$ cat src/rtl/fu_add_pkg.sv
package fu_add_pkg;
  localparam int IMM_W = 12;

  typedef enum logic [1:0] {
    ST_IDLE   = 2'd0,
    ST_RDWAIT = 2'd1,
    ST_SUM    = 2'd2,
    ST_WRWAIT = 2'd3
  } fu_state_e;
endpackage

$ cat src/rtl/fu_add_ctrl.sv
module fu_add_ctrl
  import fu_add_pkg::*;
(
  input  logic clk,
  input  logic rst_n,
  input  logic issue_i,
  input  logic rd_grant_i,
  input  logic wr_grant_i,
  output logic issue_take_o,
  output logic rd_take_o,
  output logic sum_en_o,
  output logic wr_take_o,
  output logic busy_o,
  output logic rd_req_o,
  output logic wr_req_o
);
  fu_state_e state_q, state_d;

  always_comb begin
    issue_take_o = (state_q == ST_IDLE) && issue_i;
    rd_take_o    = (state_q == ST_RDWAIT) && rd_grant_i;
    sum_en_o     = (state_q == ST_SUM);
    wr_take_o    = (state_q == ST_WRWAIT) && wr_grant_i;
  end

  always_comb begin
    state_d = state_q;
    unique case (state_q)
      ST_IDLE:   if (issue_i)    state_d = ST_RDWAIT;
      ST_RDWAIT: if (rd_grant_i) state_d = ST_SUM;
      ST_SUM:                    state_d = ST_WRWAIT;
      ST_WRWAIT: if (wr_grant_i) state_d = ST_IDLE;
      default:                   state_d = ST_IDLE;
    endcase
  end

  always_ff @(posedge clk) begin
    if (!rst_n) state_q <= ST_IDLE;
    else        state_q <= state_d;
  end

  assign busy_o   = (state_q != ST_IDLE);
  assign rd_req_o = (state_q == ST_RDWAIT);
  assign wr_req_o = (state_q == ST_WRWAIT);


  busy_rise_chk: assert property (@(posedge clk) disable iff (!rst_n)
    $rose(busy_o) |-> $past(issue_i));


  sum_gap_chk: assert property (@(posedge clk) disable iff (!rst_n)
    (rd_req_o && rd_grant_i) |=> (!rd_req_o && !wr_req_o && busy_o) ##1 wr_req_o);


  wr_hold_chk: assert property (@(posedge clk) disable iff (!rst_n)
    (wr_req_o && !wr_grant_i) |=> wr_req_o);


  busy_issue_chk: assert property (@(posedge clk) disable iff (!rst_n)
    (busy_o && issue_i && !(wr_req_o && wr_grant_i)) |=> busy_o);


  stray_grant_chk: assert property (@(posedge clk) disable iff (!rst_n)
    (!busy_o && !issue_i) |=> !busy_o);
endmodule

$ cat src/rtl/fu_add_core.sv
module fu_add_core #(
  parameter int W = 64
) (
  input  logic [W-1:0] a_i,
  input  logic [W-1:0] b_i,
  input  logic         sub_i,
  input  logic         cin_i,
  output logic [W-1:0] sum_o
);
  logic [W-1:0] b_eff;
  logic         c_eff;

  always_comb begin
    b_eff = sub_i ? ~b_i : b_i;
    c_eff = sub_i ? 1'b1 : cin_i;
    sum_o = a_i + b_eff + {{(W-1){1'b0}}, c_eff};
  end
endmodule

$ cat src/rtl/fu_add_dpath.sv
module fu_add_dpath
  import fu_add_pkg::*;
#(
  parameter int W = 64
) (
  input  logic             clk,
  input  logic             rst_n,
  input  logic             issue_take_i,
  input  logic             rd_take_i,
  input  logic             sum_en_i,
  input  logic             wr_take_i,
  input  logic             wr_req_i,
  input  logic             sub_i,
  input  logic             cin_i,
  input  logic             use_imm_i,
  input  logic [IMM_W-1:0] imm_i,
  input  logic [W-1:0]     opa_i,
  input  logic [W-1:0]     opb_i,
  output logic [W-1:0]     result_o
);
  logic             f_sub, f_cin, f_use_imm;
  logic [IMM_W-1:0] f_imm;
  logic [W-1:0]     a_q, b_q, imm_ext, b_sel, sum;

  always_ff @(posedge clk) begin
    if (!rst_n || wr_take_i) begin
      f_sub     <= 1'b0;
      f_cin     <= 1'b0;
      f_use_imm <= 1'b0;
      f_imm     <= '0;
    end else if (issue_take_i) begin
      f_sub     <= sub_i;
      f_cin     <= cin_i;
      f_use_imm <= use_imm_i;
      f_imm     <= imm_i;
    end
  end

  always_ff @(posedge clk) begin
    if (!rst_n || wr_take_i) begin
      a_q <= '0;
      b_q <= '0;
    end else if (rd_take_i) begin
      a_q <= opa_i;
      b_q <= opb_i;
    end
  end

  generate
    if (W > IMM_W) begin : g_sext
      assign imm_ext = {{(W-IMM_W){f_imm[IMM_W-1]}}, f_imm};
    end else begin : g_trunc
      assign imm_ext = f_imm[W-1:0];
    end
  endgenerate

  assign b_sel = f_use_imm ? imm_ext : b_q;

  fu_add_core #(.W(W)) u_core (
    .a_i   (a_q),
    .b_i   (b_sel),
    .sub_i (f_sub),
    .cin_i (f_cin),
    .sum_o (sum)
  );

  always_ff @(posedge clk) begin
    if (!rst_n || wr_take_i) result_o <= '0;
    else if (sum_en_i)       result_o <= sum;
  end


  result_hold_chk: assert property (@(posedge clk) disable iff (!rst_n)
    (wr_req_i && !wr_take_i) |=> $stable(result_o));


  result_clear_chk: assert property (@(posedge clk) disable iff (!rst_n)
    wr_take_i |=> (result_o == '0));
endmodule

$ cat src/rtl/fu_add_unit.sv
module fu_add_unit
  import fu_add_pkg::*;
#(
  parameter int W = 64
) (
  input  logic             clk,
  input  logic             rst_n,
  input  logic             issue_i,
  input  logic             sub_i,
  input  logic             cin_i,
  input  logic             use_imm_i,
  input  logic [IMM_W-1:0] imm_i,
  output logic             busy_o,
  output logic             rd_req_o,
  input  logic             rd_grant_i,
  input  logic [W-1:0]     opa_i,
  input  logic [W-1:0]     opb_i,
  output logic             wr_req_o,
  input  logic             wr_grant_i,
  output logic [W-1:0]     result_o
);
  logic issue_take, rd_take, sum_en, wr_take;

  fu_add_ctrl u_ctrl (
    .clk          (clk),
    .rst_n        (rst_n),
    .issue_i      (issue_i),
    .rd_grant_i   (rd_grant_i),
    .wr_grant_i   (wr_grant_i),
    .issue_take_o (issue_take),
    .rd_take_o    (rd_take),
    .sum_en_o     (sum_en),
    .wr_take_o    (wr_take),
    .busy_o       (busy_o),
    .rd_req_o     (rd_req_o),
    .wr_req_o     (wr_req_o)
  );

  fu_add_dpath #(.W(W)) u_dpath (
    .clk          (clk),
    .rst_n        (rst_n),
    .issue_take_i (issue_take),
    .rd_take_i    (rd_take),
    .sum_en_i     (sum_en),
    .wr_take_i    (wr_take),
    .wr_req_i     (wr_req_o),
    .sub_i        (sub_i),
    .cin_i        (cin_i),
    .use_imm_i    (use_imm_i),
    .imm_i        (imm_i),
    .opa_i        (opa_i),
    .opb_i        (opb_i),
    .result_o     (result_o)
  );
endmodule

$ cat config.mk
export PLATFORM = sky130hd
export DESIGN_NAME = fu_add_unit
export DESIGN_NICKNAME = d
export VERILOG_FILES = /design/src/rtl/fu_add_pkg.sv /design/src/rtl/fu_add_ctrl.sv /design/src/rtl/fu_add_core.sv /design/src/rtl/fu_add_dpath.sv /design/src/rtl/fu_add_unit.sv
export SDC_FILE = /design/constraint.sdc
export NUM_CORES = 1
export LEC_CHECK = 0
export CAP_MARGIN = 20
export CORE_MARGIN = 2
export CORE_UTILIZATION = 35
export CTS_BUF_LIST = sky130_fd_sc_hd__clkbuf_4
export DETAILED_ROUTE_END_ITERATION = 12
export GPL_TIMING_DRIVEN = 0
export PLACE_DENSITY_LB_ADDON = 0.15
export SLEW_MARGIN = 0
export SYNTH_ARGS = -nofsm -noshare
export SYNTH_HDL_FRONTEND = slang
export SYNTH_SLANG_ARGS = --single-unit
$ cat constraint.sdc
create_clock -name clk -period 6.2 [get_ports clk]
set_input_delay 0.62 -clock clk [delete_from_list [all_inputs] [get_ports clk]]
set_output_delay 0.62 -clock clk [all_outputs]
set_load 0.02 [all_outputs]
==> results.yml, run 1 <==
placement:
  gp_congestion: 0.914
  place_inst: 2292
  hpwlAfterDp_mm: 37.1
  portBuffers: 214
floorplanning:
  num_rows: 68
  start_util_pct: 35.6
  ios: 215
  die_y_microns: 192
  die_area_sq_um: 36800
  die_x_microns: 192
  coreArea_sq_um: 34600
global_routing:
  grt_max_degree: 16
  grt_antenna_before_repair: 3
  grt_pass1_vias: 12200
  grt_pass1_wl_mm: 70.1
  grt_usage_pct: 25.2
  overflow: 0
sta:
  rsz0062_at_grt: "no"
  finalMaxSlewViolations: 0
  tightest_slew_ns: 1.04
  hold_violations: 0
  skew_ns: 0.0556
  setup_viol: 0
  post-route-min-period_ns: 4.99
  fin_tns_setup_ns: 0
  timing.final.crit_share_pct: 80.6
  max_slew_margin_pct: 30.8
  fmax_mhz: 200
layout:
  stdcell_count: 2399
  drive_gt1_share_pct: 7.67
  final_cell_mix: "nand2_1 (367), a21oi_1 (277), clkdlybuf4s50_1 (214)"
  layout_commonest_cell: "nand2_1"
  layout.nets: 2114
  area_growth_pct: 28.5
status:
  status: "finished, final reports clean"
route:
  vias: 12600
  drtIter0Drc: 883
  first_pass_iters: 5
  routed_wirelength_mm: 47.1
  drc_errors: 0
  via_per_inst: 5.26
  ant_nets: 0
  wire_per_inst_microns: 19.6
critical_path:
  crit_top_cell: "clkbuf_1"
  max_stage_delay_ns: 0.58
  worstSetupStartpointType: "flop"
  cpMaxStageDelayCell: "a221oi_1"
  cp_top_family: "compound AO/OA/AOI/OAI gates"
  crit_arrival_ns: 5.61
  path_buf_inv: 4
  endpoint_kind: "flop"
  cp_cell_sequence: "clkbuf_1 -> and2_1 -> clkbuf_1 -> clkbuf_1 -> a21oi_1 -> xnor2_1 -> ha_1 -> buf_2 -> a21o_1 -> a31oi_1 -> o21ai_0 -> o21ai_0 -> a31oi_1 -> a221oi_1 -> nand2_1 -> mux2i_1 -> nand2_1"
  crit_type: "flop to flop"
  crit_fanout: 10
  crit_required_ns: 6.82
synth:
  postSynthCellCount: 1623
  synth_flop_cell: "dfxtp_1"
  yosysSeqAreaShare_pct: 33.9
  synth-edff-count: 0
  netlist_area_sq_um: 12300
  syn_area_per_cell_sq_um: 7.60
  ys_async_sr_fraction_pct: 0
  syn_nets: 1840
  yosys_warnings: 0
  ys_ff_latch: 209
  yosysUniqueCellTypes: 82
clocking:
  cts_root_buffer: "clkbuf_4"
  cts_tree: "built"
  cts_setup_buffers: 0
  worstSkewPairLatency_ns: 0.74
  numCtsBuffers: 58
  cts_buffer_depth: 3
  clk_pin_slew_ns: 0.06
  cts_sinks: 209
  ctsResizeCount: 0
  htreeDepth: 2
  holdBufCountCts: 0
min_path:
  hp-class: "input pin to flop"
power_and_ir_drop:
  p_per_area_nw_per_um2: 349
  p_leak_uw: 0.00604
  ir_worst_vdd_uv: 142
job:
  cap_violations: 0
layer usage:
layer	wire length (microns)	global-route usage, %	up-vias
met5	13	0	-
met4	1380	8.43	2
met3	2850	4.29	93
met2	20300	38.9	418
met1	22500	35.4	5864
li1	-	-	6253
through the flow:
step	hold WS, ns	power (uW)	worst slack [ns]	utilization (%)	instance area [sq um]
after detailed placement	0.443	4160	1.25	43.4	15000
after global placement	0.443	4150	1.27	43.4	15000
final	0.443	5520	1.21	45.8	15800
after global routing	0.403	5870	0.828	45.8	15800
after floorplan	0.431	3260	2.21	-	12300
after CTS	0.384	5550	1.23	45.8	15800
registers in the layout, summed over array words and instances (netlist names):
register	cells
u_ctrl.state_q	2
u_dpath.f_cin	1
u_dpath.f_imm	12
u_dpath.a_q	64
u_dpath.b_q	64
u_dpath.f_use_imm	1
u_dpath.result_o	64
u_dpath.f_sub	1
Yosys cell counts, types with 10 or more instances:
library cell | n | area [sq um]
mux2i_1 | 44 | 440
xnor2_1 | 80 | 701
a21oi_1 | 277 | 1390
o21a_1 | 16 | 120
o21bai_1 | 13 | 97.6
o21ai_0 | 45 | 225
ha_1 | 67 | 838
nor2_1 | 75 | 282
inv_1 | 25 | 93.8
nand3_1 | 43 | 215
or3_1 | 11 | 68.8
nor3_1 | 27 | 135
nand2_1 | 367 | 1380
nand4_1 | 24 | 150
dfxtp_1 | 209 | 4180
xor2_1 | 19 | 166
buf_1 | 17 | 63.8
clkbuf_1 | 75 | 282
a21o_1 | 21 | 158
buf_2 | 10 | 50.1
tightest hold or removal path, stage by stage:
cell and delay (ns):
clkdlybuf4s50_1 0.39, nand2_1 0.06, a21oi_1 0.05
where the power goes:
group / total (uW) / switching [uW] / leakage, uW / internal [uW]
Clock: 1360 / 608 / 0.000477 / 755
Combinational: 2500 / 1600 / 0.00387 / 900
Sequential: 1660 / 121 / 0.00170 / 1540
Total: 5520 / 2330 / 0.00604 / 3190
final timing paths:
path,start,to,slack (ns),cells past startpoint
max,u_dpath.f_use_imm,u_dpath.result_o[59],1.21,17
min,opb_i[19],u_dpath.b_q[19],0.44,3
max reg2reg,u_dpath.f_use_imm,u_dpath.result_o[59],1.21,17
min reg2reg,u_dpath.b_q[33],u_dpath.b_q[33],0.45,2
logic make-up after synthesis:
kind of cell,after synthesis,synth area share (%)
XOR/XNOR,99,7.03
adder cells (fa/ha/maj),69,7.12
AND/OR/NAND/NOR,609,21.6
buffers and inverters,137,4.79
AO/OA/AOI/OAI,455,21.9
multiplexers,45,3.66
flip-flops,209,33.9
layout make-up:
cell class	instances	area [sq um]
multi-input cells	1277	7560
well taps	455	569
clock buffers	93	698
diodes	2	5.00
fillers	3587	18800
repair buffers	214	2140
inverters	26	97.6
clock inverters	12	100
flip-flops and latches	209	4180
plain buffers	111	493
Note: power is estimated with default switching activity, not from simulation.
==> run 2: changes to the inputs <==
Clock period 6.2 ns to 4.58 ns, I/O delays scaled along.
==> run 2 against run 1 <==
  * Clock power grew 35%
  * Sequential cell count is the same
  * Clock skew shrank 0.0011 ns
  * Global-route usage is essentially flat
  * Largest power group unchanged
  * Total power grew 36%
  * Critical path type unchanged
  * Highest routed layer unchanged
  * Setup slack lost 0.91 ns
  * Final cell count shrank 0.13%
==> results.yml, run 2 (same netlist as run 1, synthesis figures left out) <==
clocking:
  cts_buffer_depth: 3
  clk_pin_slew_ns: 0.06
  cts_setup_buffers: 0
  cts_tree: "built"
  cts_root_buffer: "clkbuf_4"
  ctsResizeCount: 10
  holdBufCountCts: 0
  worstSkewPairLatency_ns: 0.74
  htreeDepth: 2
  cts_sinks: 209
  numCtsBuffers: 58
floorplanning:
  die_x_microns: 192
  die_area_sq_um: 36800
  start_util_pct: 35.6
  num_rows: 68
  die_y_microns: 192
  ios: 215
  coreArea_sq_um: 34600
power_and_ir_drop:
  p_leak_uw: 0.00608
  fin_total_pwr_uw: 7490
  p_per_area_nw_per_um2: 471
  ir_worst_vdd_uv: 194
sta:
  hold_violations: 0
  post-route-min-period_ns: 4.28
  timing.final.crit_share_pct: 93.5
  fmax_mhz: 233
  tightest_slew_ns: 1.05
  rsz0062_at_grt: "no"
  setup_viol: 0
  worst_slack_ns: 0.296
  finalMaxSlewViolations: 0
  timing.hold.ws_ns: 0.281
  max_slew_margin_pct: 29.9
  skew_ns: 0.0545
global_routing:
  grt_usage_pct: 25.2
  grt_antenna_before_repair: 3
  grt_max_degree: 16
  grt_pass1_vias: 12200
  grt_pass1_wl_mm: 70.1
  overflow: 0
critical_path:
  cp_top_family: "compound AO/OA/AOI/OAI gates"
  path_buf_inv: 2
  crit_arrival_ns: 4.95
  endpoint_kind: "flop"
  crit_type: "flop to flop"
  worstSetupStartpointType: "flop"
  ff2ff_setup_slack_ns: 0.30
  crit_fanout: 10
  crit_required_ns: 5.25
  max_stage_delay_ns: 0.49
  cp_cell_sequence: "clkbuf_4 -> mux2i_1 -> xnor2_1 -> fa_1 -> inv_1 -> fa_1 -> nand2b_1 -> a21oi_2 -> nor2_1 -> o311a_4 -> or3_4 -> a21oi_2 -> o21ai_0 -> a2111oi_2 -> nand3b_1"
  cpMaxStageDelayCell: "dfxtp_1"
route:
  first_pass_iters: 5
  drtIter0Drc: 797
  ant_nets: 0
  routed_wirelength_mm: 47.1
  drc_errors: 0
  via_per_inst: 5.26
  vias: 12600
  wire_per_inst_microns: 19.6
placement:
  place_worst_setup_slack_ns: -0.372
  gp_congestion: 0.914
  portBuffers: 214
  hpwlAfterDp_mm: 37.1
layout:
  area_growth_pct: 28.9
  finish.utilization_pct: 45.9
  layout_commonest_cell: "nand2_1"
  largestRegisters: "u_dpath.a_q (64), u_dpath.b_q (64), u_dpath.result_o (64)"
  drive_gt1_share_pct: 8.61
  final_cell_mix: "nand2_1 (367), a21oi_1 (277), clkdlybuf4s50_1 (214)"
  layout.nets: 2111
min_path:
  hp-class: "input pin to flop"
status:
  status: "finished, final reports clean"
job:
  cap_violations: 0
==> run 2: cell types whose count changed in the layout (fill, tap and decap cells not counted), sizes merged <==
| cell | delta |
|---|---|
| clkbuf | -3 |
| buf | -1 |
| clkdlybuf4s15 | +1 |
==> run 2: routing by layer <==
| layer | up-vias | track usage [%] | part of all wire [%] |
|---|---|---|---|
| met1 | 5873 | 35.4 | 48 |
| met4 | 2 | 8.55 | 2.7 |
| met5 | - | 0 | 0.030 |
| met3 | 80 | 4.29 | 5.9 |
| met2 | 409 | 38.8 | 44 |
| li1 | 6233 | - | - |
==> run 2: layout make-up <==
class                      instances  area [sq um]
antenna                            2          5.00
buffer                           108           505
clock buffer                      93           698
clock inverter                    12           100
fill                            3580         18700
inverter                          26          97.6
multi-input combinational       1277          7600
sequential                       209          4180
tap                              455           569
timing repair buffer             214          2140
==> run 2: path summary, 6_finish.rpt <==
check / startpoint / endpoint / cells past startpoint
worst min register to register: u_dpath.b_q[33] / u_dpath.b_q[33] / 2
worst max register to register: u_dpath.f_use_imm / u_dpath.result_o[48] / 15
worst max-delay path: u_dpath.f_use_imm / u_dpath.result_o[48] / 15
worst min-delay path: opb_i[19] / u_dpath.b_q[19] / 3
==> run 2: worst register-to-register path: cells and delay by family (launching register included) <==
kind	cells	cell delay (ns)
AO/OA/AOI/OAI	5	1.42
XOR/XNOR	1	0.17
adder cells (fa/ha/maj)	2	0.63
buffers and inverters	2	0.40
flip-flops	1	0.49
multiplexers	1	0.26
AND/OR/NAND/NOR	4	0.90
==> run 2: where the power goes <==
group / switching (uW) / internal (uW) / total [uW]
sequential: 167 / 2080 / 2250
combinational: 2170 / 1230 / 3400
clock: 819 / 1020 / 1840
total: 3160 / 4330 / 7490
==> run 2: per-stage QoR <==
| stage | setup TNS [ns] | area (sq um) | cells |
|---|---|---|---|
| floorplan | 0 | 12300 | 1623 |
| global placement | -3.37 | 15000 | 2292 |
| detailed placement | -3.84 | 15000 | 2292 |
| CTS | 0 | 15900 | 2396 |
| global route | 0 | 15900 | 2395 |
| finish | 0 | 15900 | 2396 |
==> run 3: changes to the inputs <==
Settings changed: PLACE_DENSITY_LB_ADDON 0.15 to unset.
Clock period 4.58 ns to 5 ns, I/O delays scaled along.
==> run 3 against run 2 <==
  * Global-route usage is 0.14 points lower
  * Routed wire length is 1.2% lower
  * Count of clock-buffer cells in the layout is 13 lower
  * Total power is 11% lower
  * Setup slack worse by 0.14 ns
  * Largest cell class unchanged
==> results.yml, run 3 (same netlist as run 1, synthesis figures left out) <==
layout:
  fill_cells: 3534
  largestRegisters: "u_dpath.a_q (64), u_dpath.b_q (64), u_dpath.result_o (64)"
  layout.nets: 2115
  layout_commonest_cell: "nand2_1"
  area_growth_pct: 27.8
  final_cell_mix: "nand2_1 (367), a21oi_1 (277), clkdlybuf4s50_1 (214)"
  drive_gt1_share_pct: 7.32
sta:
  fmax_mhz: 206
  finalMaxSlewViolations: 0
  setup_viol: 0
  hold_violations: 0
  skew_ns: 0.0515
  timing.hold.ws_ns: 0.318
  tightest_slew_ns: 0.977
  timing.final.crit_share_pct: 96.9
  fin_tns_setup_ns: 0
  rsz0062_at_grt: "no"
  max_slew_margin_pct: 34.9
  post-route-min-period_ns: 4.85
power_and_ir_drop:
  p_leak_uw: 0.00599
  p_per_area_nw_per_um2: 422
  ir_worst_vdd_uv: 208
critical_path:
  cpMaxStageDelayCell: "or4b_2"
  cp_cell_sequence: "clkbuf_1 -> and2_1 -> clkbuf_1 -> clkbuf_1 -> a21oi_1 -> xnor2_1 -> ha_1 -> and4_1 -> o2111ai_1 -> o21bai_1 -> a21boi_1 -> o2111ai_1 -> nand2_1 -> a21boi_1 -> or4b_2 -> nand3_1"
  crit_top_cell: "clkbuf_1"
  crit_required_ns: 5.65
  cp_top_family: "simple AND/OR/NAND/NOR gates"
  endpoint_kind: "flop"
  max_stage_delay_ns: 0.66
  path_buf_inv: 3
  crit_fanout: 10
  worstSetupStartpointType: "flop"
  crit_arrival_ns: 5.49
  crit_type: "flop to flop"
global_routing:
  grt_antenna_before_repair: 2
  overflow: 0
  grt_pass1_vias: 12100
  grt_max_degree: 18
  grt_pass1_wl_mm: 69.9
  grt_usage_pct: 25.1
route:
  via_per_inst: 5.25
  drtIter0Drc: 908
  first_pass_iters: 5
  ant_nets: 0
  wire_per_inst_microns: 19.4
  drc_errors: 0
  vias: 12600
  routed_wirelength_mm: 46.5
floorplanning:
  die_x_microns: 192
  start_util_pct: 35.6
  ios: 215
  die_y_microns: 192
  num_rows: 68
  die_area_sq_um: 36800
  coreArea_sq_um: 34600
clocking:
  cts_sinks: 209
  htreeDepth: 2
  cts_root_buffer: "clkbuf_4"
  cts_setup_buffers: 0
  cts_buffer_depth: 3
  numCtsBuffers: 59
  holdBufCountCts: 0
  clk_pin_slew_ns: 0.07
  cts_tree: "built"
  worstSkewPairLatency_ns: 0.73
  ctsResizeCount: 0
placement:
  portBuffers: 214
  hpwlAfterDp_mm: 36.9
  gp_congestion: 0.901
status:
  status: "finished, final reports clean"
job:
  cap_violations: 0
min_path:
  hp-class: "input pin to flop"
==> run 3: cell types whose count changed in the layout (fill, tap and decap cells not counted), moves of 2 or more <==
cell / delta
clkbuf_4: -14
clkinv_1: +9
clkbuf_1: +7
buf_1: +4
buf_2: -4
a2111oi_2: -2
bufinv_16: -2
clkbuf_2: -2
inv_6: +2
==> run 3: worst reg2reg max path, cell delays in order, from the launching register on <==
cell	delay, ns
dfxtp_1	0.31
clkbuf_1	0.27
and2_1	0.17
clkbuf_1	0.41
clkbuf_1	0.47
a21oi_1	0.11
xnor2_1	0.20
ha_1	0.44
and4_1	0.22
o2111ai_1	0.12
o21bai_1	0.26
a21boi_1	0.36
o2111ai_1	0.30
nand2_1	0.22
a21boi_1	0.18
or4b_2	0.66
nand3_1	0.09
==> run 3: cell type report <==
class | count | area [sq um] | area share [%]
diodes | 2 | 5.00 | 0.0318
plain buffers | 111 | 498 | 3.16
clock buffers | 80 | 601 | 3.81
clock inverters | 22 | 95.1 | 0.603
inverters | 26 | 97.6 | 0.619
multi-input cells | 1277 | 7570 | 48.0
flip-flops and latches | 209 | 4180 | 26.6
well taps | 455 | 569 | 3.61
repair buffers | 214 | 2140 | 13.6
==> run 3: metrics by stage <==
step	power, uW	area [sq um]	cells	utilization [%]	setup WS, ns
detailed placement	5140	15000	2292	43.4	0.103
floorplan	4040	12300	1623	-	1.01
global route	7100	15800	2395	45.5	0.00130
global placement	5120	15000	2292	43.4	0.137
CTS	6690	15700	2394	45.5	0.0706
finish	6650	15800	2396	45.5	0.154
==> run 3: metal layers <==
layer | global-route usage (%) | vias up | wire length [microns]
met2 | 40.3 | 421 | 21200
met5 | 0 | - | 0
li1 | - | 6249 | -
met3 | 4.28 | 73 | 3100
met4 | 7.81 | 0 | 1190
met1 | 34.1 | 5839 | 21000
==> run 3: report_power, final <==
group          total (uW)  internal (uW)  switching [uW]  leakage, uW
clock network        1510            742             772     0.000416
logic                3090           1120            1970      0.00388
registers            2060           1910             147      0.00170
==> run 3: final timing paths <==
check,cells after the start,endpoint,slack (ns),startpoint
hold / removal,3,u_dpath.b_q[2],0.32,opb_i[2]
setup reg to reg,16,u_dpath.result_o[56],0.15,u_dpath.f_use_imm
setup / recovery,16,u_dpath.result_o[56],0.15,u_dpath.f_use_imm
hold reg to reg,2,u_dpath.b_q[5],0.45,u_dpath.b_q[5]
